$ cat src/rtl/flg_pkg.sv
package flg_pkg;
  parameter int FLAG_W = 32;

  localparam int IF_BIT   = 9;
  localparam int IOPL_LO  = 12;
  localparam int IOPL_HI  = 13;
  localparam int VM_BIT   = 17;

  localparam logic [FLAG_W-1:0] IF_MASK   = FLAG_W'(1) << IF_BIT;
  localparam logic [FLAG_W-1:0] IOPL_MASK = FLAG_W'(3) << IOPL_LO;
  localparam logic [FLAG_W-1:0] VM_MASK   = FLAG_W'(1) << VM_BIT;
  localparam logic [FLAG_W-1:0] ONE_MASK  = FLAG_W'(32'h0000_0002);
  localparam logic [FLAG_W-1:0] FREE_MASK = FLAG_W'(32'h0001_4DD5);
  localparam logic [FLAG_W-1:0] RESET_VAL = ONE_MASK;

  typedef enum logic [1:0] {
    OP_POP  = 2'b00,
    OP_RET  = 2'b01,
    OP_PUSH = 2'b10,
    OP_NONE = 2'b11
  } fop_t;
endpackage

$ cat src/rtl/flg_perm.sv
module flg_perm
  import flg_pkg::*;
(
  input  logic [1:0]        op,
  input  logic [1:0]        cur_priv,
  input  logic              prot_en,
  input  logic [1:0]        old_iopl,
  output logic [FLAG_W-1:0] allow
);
  logic [1:0] eff_priv;
  logic       lvl0, io_ok, if_ok, vm_ok, is_wr;
  fop_t       opc;

  always_comb begin
    opc      = fop_t'(op);
    eff_priv = prot_en ? cur_priv : 2'd0;
    lvl0     = (eff_priv == 2'd0);
    is_wr    = (opc == OP_POP) || (opc == OP_RET);
    io_ok    = is_wr && lvl0;
    if_ok    = is_wr && (eff_priv <= old_iopl);
    vm_ok    = (opc == OP_RET) && lvl0;
    allow    = '0;
    if (is_wr) allow = FREE_MASK;
    if (io_ok) allow = allow | IOPL_MASK;
    if (if_ok) allow = allow | IF_MASK;
    if (vm_ok) allow = allow | VM_MASK;
  end
endmodule

$ cat src/rtl/flg_merge.sv
module flg_merge
  import flg_pkg::*;
(
  input  logic [FLAG_W-1:0] old_flags,
  input  logic [FLAG_W-1:0] new_flags,
  input  logic [FLAG_W-1:0] allow,
  output logic [FLAG_W-1:0] merged
);
  localparam logic [FLAG_W-1:0] DEF_MASK = FREE_MASK | IF_MASK | IOPL_MASK | VM_MASK;

  for (genvar i = 0; i < FLAG_W; i++) begin : g_bit
    if (ONE_MASK[i]) begin : g_one
      assign merged[i] = 1'b1;
    end else if (DEF_MASK[i]) begin : g_def
      assign merged[i] = allow[i] ? new_flags[i] : old_flags[i];
    end else begin : g_zero
      assign merged[i] = 1'b0;
    end
  end
endmodule

$ cat src/rtl/flg_write_filter.sv
module flg_write_filter
  import flg_pkg::*;
(
  input  logic              clk,
  input  logic              rst,
  input  logic              wr_en,
  input  logic [1:0]        op,
  input  logic [1:0]        cur_priv,
  input  logic              prot_en,
  input  logic [31:0]       new_flags,
  output logic [31:0]       flags_q,
  output logic [31:0]       push_val
);
  logic [FLAG_W-1:0] allow;
  logic [FLAG_W-1:0] merged;
  logic              upd;
  logic              do_push;

  flg_perm u_perm (
    .op       (op),
    .cur_priv (cur_priv),
    .prot_en  (prot_en),
    .old_iopl (flags_q[IOPL_HI:IOPL_LO]),
    .allow    (allow)
  );

  flg_merge u_merge (
    .old_flags (flags_q),
    .new_flags (new_flags),
    .allow     (allow),
    .merged    (merged)
  );

  assign upd     = wr_en && ((op == OP_POP) || (op == OP_RET));
  assign do_push = wr_en && (op == OP_PUSH);

  always_ff @(posedge clk) begin
    if (rst) begin
      flags_q  <= RESET_VAL;
      push_val <= RESET_VAL;
    end else begin
      if (upd)     flags_q  <= merged;
      if (do_push) push_val <= flags_q & ~VM_MASK;
    end
  end

  AST_IOPL_HOLD: assert property (@(posedge clk) disable iff (rst)
    (wr_en && prot_en && cur_priv != 2'd0) |=> (flags_q[13:12] == $past(flags_q[13:12])));
  AST_IF_HOLD: assert property (@(posedge clk) disable iff (rst)
    (wr_en && prot_en && cur_priv > flags_q[13:12]) |=> (flags_q[9] == $past(flags_q[9])));
  AST_VM_POP_HOLD: assert property (@(posedge clk) disable iff (rst)
    (wr_en && op == 2'b00) |=> (flags_q[17] == $past(flags_q[17])));
  AST_PUSH_SAVE: assert property (@(posedge clk) disable iff (rst)
    (wr_en && op == 2'b10) |=> (push_val == ($past(flags_q) & 32'hFFFD_FFFF)) && $stable(flags_q));
  AST_RSVD_FIXED: assert property (@(posedge clk) disable iff (rst)
    (flags_q[1] && !flags_q[3] && !flags_q[5] && !flags_q[15] && flags_q[31:18] == '0));
  AST_IDLE_HOLD: assert property (@(posedge clk) disable iff (rst)
    (!wr_en || op == 2'b11) |=> ($stable(flags_q) && $stable(push_val)));
endmodule

$ cat config.mk
export PLATFORM = sky130hd
export DESIGN_NAME = flg_write_filter
export DESIGN_NICKNAME = d
export VERILOG_FILES = /design/src/rtl/flg_pkg.sv /design/src/rtl/flg_perm.sv /design/src/rtl/flg_merge.sv /design/src/rtl/flg_write_filter.sv
export SDC_FILE = /design/constraint.sdc
export NUM_CORES = 1
export LEC_CHECK = 0
export BUFFER_PORTS_ARGS = -buffer_cell sky130_fd_sc_hd__buf_4
export CAP_MARGIN = 30
export CORE_ASPECT_RATIO = 2
export CORE_MARGIN = 2
export CORE_UTILIZATION = 32
export DETAILED_ROUTE_END_ITERATION = 10
export GPL_TIMING_DRIVEN = 1
export PLACE_DENSITY = 0.72
export SYNTH_ARGS = -nofsm -noshare
export SYNTH_HDL_FRONTEND = slang
export SYNTH_SLANG_ARGS = --single-unit
$ cat constraint.sdc
create_clock -name clk -period 1.7 [get_ports clk]
set_input_delay 0 -clock clk [delete_from_list [all_inputs] [get_ports clk]]
set_output_delay 0 -clock clk [all_outputs]
set_load 0.02 [all_outputs]
==> impl_metrics.yaml, run 1 <==
status:
  status: "finished, final reports clean"
worst_setup_path:
  reg2reg_depth: 5
  cp-start-kind: "register"
  path_class: "reg2reg"
  path_max_fanout: 4
  crit_arrival_ns: 1.43
  critPathCaptureType: "register"
  cp.required_ns: 1.86
cells_and_area:
  fin_cells: 278
  final_util_pct: 43.0
  layout-drive-gt1-share_pct: 23.9
  fin_area_um2: 1760
  n_antenna_cell: 0
  layout.nets: 269
  area_growth_pct: 30.2
  fillers: 449
die:
  start_util_pct: 33.0
  io_pins: 104
  die_area_um2: 4780
  core-area_um2: 4090
  rows: 33
  die_h_um: 95.8
  die-width_um: 49.9
clock_tree:
  postCtsSetupBuffers: 0
  clk_pin_slew_ns: 0.09
  htreeDepth: 1
  clk_latency_ns: 0.26
  cts.sinks: 27
  cts_tree: "yes"
  cts_root_buf: "clkbuf_8"
  cts_made_buffers: 3
  clockBufferDepth: 2
min_path:
  hold_path_depth: 3
  hp-class: "in2reg"
logic_synthesis:
  ys_types: 24
  synth-seq-area-share_pct: 40.1
  synth_area_leaders: "dfxtp_1 (40%), buf_4 (21%), nand2_1 (13%), a21oi_1 (9.6%), ha_1 (1.9%)"
  synth_area_leader_cell: "dfxtp_1"
  synth.top_cell.area_share_pct: 40.1
  syn_inst: 171
  synth-seq-cells: 27
  ys_warn_count: 0
  synth_area_um2: 1350
  avgSynthCellArea_um2: 7.89
route:
  post_drt_wl_per_cell_um: 10.7
  vias: 1173
  firstDrtPassIters: 2
  detail-route-antenna-nets: 0
  wirelength_um: 2980
  drtIter0Drc: 25
  drc: 0
  viasPerCell: 4.22
placed_design:
  dpl.hpwl_um: 2220
  gp_congestion: 0.672
  dpl_cell_area_um2: 1600
  placedCellCount: 263
  port_buffers: 48
global_routing:
  grt_max_degree: 30
  antenna_found_initial: 0
  grt-ovfl-total: 0
  grt.total_usage_pct: 12.2
  grt_pass1_wl_um: 4520
  grt_pass1_vias: 1011
timing:
  fin_crit_sh_pct: 75.0
  hold_violations: 0
  drv_slew: 0
  fin_skew_ns: 0.00459
  fmax_ghz: 0.784
  relSlewSlack_pct: 63.2
  fin_crit_ns: 1.28
  setup_viol: 0
  finalSetupTns_ns: 0
  rsz0062_at_grt: "no"
  tightest_slew_ns: 0.552
power_and_ir_drop:
  p_leak_nw: 0.798
  ir_drop_mv: 0.522
  pwr_density_cell_nw_per_um2: 727
  p_total_w: 0.00128
job:
  cap_violations: 0
-- power by group --
group	leakage, nW	total, W	switching, W	internal [W]
Clock	0.0255	0.000351	0.000188	0.000164
Combinational	0.553	0.000261	0.000166	0.0000950
Sequential	0.219	0.000666	0.0000147	0.000651
-- flip-flops by register name, summed over array words and instances, names as in the netlist --
signal,flops
push_val,13
flags_q,14
-- layout make-up --
cell class / instances / area [µm²] / area share, %
tap: 52 / 65.1 / 3.70
clock buffer: 3 / 41.3 / 2.35
timing repair buffer: 60 / 478 / 27.2
multi-input combinational: 132 / 616 / 35.0
sequential: 27 / 541 / 30.8
inverter: 3 / 11.3 / 0.641
clock inverter: 1 / 5.00 / 0.285
-- final timing paths --
kind,from,end,slack (ns)
min,new_flags[12],flags_q[12],0.01
max reg2reg,flags_q[13],flags_q[9],0.42
min reg2reg,push_val[13],push_val[13],0.46
max,flags_q[13],flags_q[9],0.42
-- cells by family (layout without fill, tap and decap cells) --
group | Yosys count | in the layout | synth area share [%]
AO/OA/AOI/OAI | 32 | 32 | 12.9
adder cells (fa/ha/maj) | 2 | 2 | 1.85
buffers and inverters | 47 | 67 | 24.0
flip-flops | 27 | 27 | 40.1
other | 2 | 37 | 0.557
AND/OR/NAND/NOR | 61 | 61 | 20.6
-- cells in the final DEF, fill, tap and decap left out, types with 2 or more instances in the layout --
cell type | netlist | final
ha_1 | 2 | 2
inv_1 | 3 | 3
nand3b_1 | 3 | 3
clkbuf_8 | 0 | 3
nand2b_1 | 3 | 3
dlygate4sd3_1 | 0 | 11
o21ai_0 | 2 | 2
buf_4 | 38 | 49
nand3_1 | 2 | 2
dfxtp_1 | 27 | 27
nand2_1 | 47 | 47
conb_1 | 2 | 37
a21oi_1 | 26 | 26
-- per-layer routing --
metal | routed length [µm] | vias to the layer above | share of wire (%) | GRT usage (%)
met2 | 1690 | 60 | 57 | 24.1
met5 | 0 | - | 0 | 0
met3 | 194 | 2 | 6.5 | 1.24
met4 | 47 | 0 | 1.6 | 6.02
li1 | - | 587 | - | -
met1 | 1050 | 524 | 35 | 12.2
-- repair_timing --
item | in CTS | in global routing
hold buffers | 10 | 1
hold endpoints to repair | 10 | 1
resized for setup | 0 | 0
setup endpoints to repair | 0 | 0
-- cell usage after synthesis --
library cell and count:
buf_4 38, and3b_1 1, nand2_1 47, dfxtp_1 27, nand3_1 2, o31ai_1 1, o21ai_0 2, nand2b_1 3
nand3b_1 3, nor2b_1 1, a221o_1 1, o21a_1 1, inv_1 3, conb_1 2, and4bb_2 1, a32oi_1 1
buf_2 4, and2b_1 1, ha_1 2, clkbuf_1 1, a21oi_1 26, and2_1 1, nand4b_1 1, buf_1 1
-- through the flow --
stage / setup WS, ns / hold slack, ns
finish: 0.425 / 0.0139
global route: 0.368 / 0.00984
CTS: 0.431 / 0.00124
detailed placement: 0.441 / 0.262
global placement: 0.471 / 0.246
floorplan: 0.418 / 0.136
-- worst max-delay path, stage by stage (launching register included) --
cell and delay, ns:
dfxtp_1 0.40, inv_1 0.06, ha_1 0.32, nand2b_1 0.09, a32oi_1 0.21, nand3_1 0.10
(Power assumes the default switching activity.)
==> run 2: changes to the inputs <==
--- a/config.mk
+++ b/config.mk
@@ -5,6 +5,7 @@
 export SDC_FILE = /design/constraint.sdc
 export NUM_CORES = 1
 export LEC_CHECK = 0
+export ABC_AREA = 1
 export BUFFER_PORTS_ARGS = -buffer_cell sky130_fd_sc_hd__buf_4
 export CAP_MARGIN = 30
 export CORE_ASPECT_RATIO = 2
==> constraint.sdc (replaced) <==
create_clock -name clk -period 1.3 [get_ports clk]
set_input_delay 0 -clock clk [delete_from_list [all_inputs] [get_ports clk]]
set_output_delay 0 -clock clk [all_outputs]
set_load 0.02 [all_outputs]
==> run 2 against run 1 <==
Effect of this change: first-iteration DRC count shrank 72%; register-to-register slack lost 0.31 ns; design area shrank 1.2%; sequential power grew 36%; flip-flop and latch count is the same.
==> impl_metrics.yaml, run 2 <==
clock_tree:
  htreeDepth: 1
  cts_tree: "yes"
  clockBufferDepth: 2
  ctsResizeCount: 0
  cts_made_buffers: 3
  clk_latency_ns: 0.26
  cts_root_buf: "clkbuf_8"
  postCtsSetupBuffers: 0
  cts.sinks: 27
  clk_pin_slew_ns: 0.09
worst_setup_path:
  cp.required_ns: 1.47
  path_max_fanout: 3
  cp-start-kind: "register"
  crit_top_cell: "nand2_1"
  worst-path-buf-inv: 1
  critPathCaptureType: "register"
  path_cells: "inv_1 -> ha_1 -> nand2_1 -> nand2_1 -> nand2_1 -> nand3_1 -> nand2_1 -> nor2_1"
  crit_arrival_ns: 1.36
  path_class: "reg2reg"
  worst_path_dominant_cell_family: "simple AND/OR/NAND/NOR gates"
  slowest_stage: "dfxtp_1"
  slowest_delay_ns: 0.36
  rrSetupSlack_ns: 0.11
cells_and_area:
  final_util_pct: 42.9
  area_growth_pct: 30.1
  fin_cells: 287
  layout-drive-gt1-share_pct: 24.3
  largest_reg_flops: 14
  regMostFlops: "flags_q"
  n_antenna_cell: 0
  mostFrequentLayoutCells: "buf_4 (51), nor2_1 (50), conb_1 (37)"
  mostFrequentLayoutCell: "buf_4"
  fillers: 437
  reg.largest.list: "flags_q (14), push_val (13)"
  layout.nets: 278
timing:
  setup_viol: 0
  holdWs_ns: 0.00204
  hold_violations: 0
  fin_skew_ns: 0.00202
  finalSetupTns_ns: 0
  fin_crit_sh_pct: 91.4
  fmax_ghz: 0.842
  fin_crit_ns: 1.19
  rsz0062_at_grt: "no"
  drv_slew: 0
die:
  io_pins: 104
  die_h_um: 95.3
  start_util_pct: 33.0
  core-area_um2: 4050
  die_area_um2: 4730
  rows: 33
  die-width_um: 49.7
global_routing:
  grt_pass1_wl_um: 4590
  grt_pass1_vias: 1007
  antenna_found_initial: 0
  grt_max_degree: 28
  grt-ovfl-total: 0
  grt.total_usage_pct: 12.5
logic_synthesis:
  synth.top_cell.area_share_pct: 40.5
  ys_warn_count: 0
  synth_area_leader_cell: "dfxtp_1"
  synth_area_leaders: "dfxtp_1 (41%), buf_4 (21%), nor2_1 (14%), o21ai_0 (8.3%), nand2_1 (3.1%)"
  synth_common_cells: "nor2_1 (50), buf_4 (38), dfxtp_1 (27)"
  avgSynthCellArea_um2: 7.49
  syn_inst: 178
  synthArstFlopShare_pct: 0
  synth_edf_count: 0
  synth_ff_type: "dfxtp_1"
  synth_area_um2: 1330
  ys_types: 17
  synth-seq-cells: 27
  synth-seq-area-share_pct: 40.5
  yosysMostFrequentCell: "nor2_1"
status:
  status: "finished, final reports clean"
route:
  detail-route-antenna-nets: 0
  wl_met2_um: 1590
  firstDrtPassIters: 3
  drtIter0Drc: 7
  wl_met3_um: 180
  drc: 0
  viasPerCell: 4.06
  wirelength_um: 2880
  top_layer_used: "met4"
  post_drt_wl_per_cell_um: 10.0
  vias: 1164
  wirelength_met1_um: 1080
placed_design:
  port_buffers: 48
  placedCellCount: 273
  dpl.hpwl_um: 2090
  gp_congestion: 0.634
min_path:
  hp-class: "in2reg"
power_and_ir_drop:
  ir_drop_mv: 0.731
  p_leak_nw: 0.919
  pwr_density_cell_nw_per_um2: 1040
job:
  cap_violations: 0
## run 2: cell types whose count changed after synthesis, sizes merged, moves of 3 or more
cell and change:
a21oi -23, nand2 -36, nand2b -3, o21ai +23, nand3b -3, nor2 +52
inv +8
## run 2: kinds of logic after synthesis
| kind of cell | after synthesis | synth area share (%) |
|---|---|---|
| simple gates | 65 | 19.2 |
| buf+inv | 54 | 27.3 |
| compound gates | 28 | 10.5 |
| flops | 27 | 40.5 |
| fa+ha+maj | 2 | 1.88 |
| other cells | 2 | 0.563 |
## run 2: layout make-up
cell class | count | area [µm²] | area share (%)
Inverter | 11 | 41.3 | 2.38
Multi-Input combinational cell | 132 | 561 | 32.3
Timing Repair Buffer | 61 | 483 | 27.8
Clock buffer | 4 | 45.0 | 2.60
Sequential cell | 27 | 541 | 31.1
Tap cell | 52 | 65.1 | 3.75
## run 2: path summary, 6_finish.rpt
| check | startpoint | endpoint | cells past startpoint |
|---|---|---|---|
| max reg2reg | flags_q[13] | flags_q[9] | 8 |
| min reg2reg | flags_q[17] | flags_q[17] | 2 |
| max | flags_q[13] | flags_q[9] | 8 |
| min | new_flags[14] | flags_q[14] | 3 |
## run 2: report_power, final
part / leakage [nW] / total (W) / switching [W] / internal [W]
Combinational: 0.675 / 0.000435 / 0.000271 / 0.000164
Sequential: 0.222 / 0.000906 / 0.0000307 / 0.000875
Clock: 0.0228 / 0.000471 / 0.000251 / 0.000219
## run 2: repair_timing
item | CTS | global route
hold buffers | 10 | 0
endpoints found under the setup margin | 0 | 0
endpoints found under the hold margin | 10 | 0
## run 2: per-layer routing
metal / up-vias / global-route usage, %
met2: 57 / 24.6
met1: 512 / 13.5
met5: - / 0
met4: 0 / 4.86
met3: 2 / 0.940
li1: 593 / -
## run 2: stage by stage
stage | cell area, µm² | power, W | worst slack (ns)
2_1_floorplan | 1470 | 0.00127 | 0.0651
3_3_place_gp | 1590 | 0.00133 | 0.136
3_5_place_dp | 1590 | 0.00134 | 0.119
4_1_cts | 1740 | 0.00183 | 0.0939
5_1_grt | 1740 | 0.00191 | 0.0134
6_report | 1740 | 0.00181 | 0.112
## run 2: worst min-delay path, cell delays in order
cell	delay [ns]
buf_4	0.07
o21ai_0	0.08
nor2_1	0.08
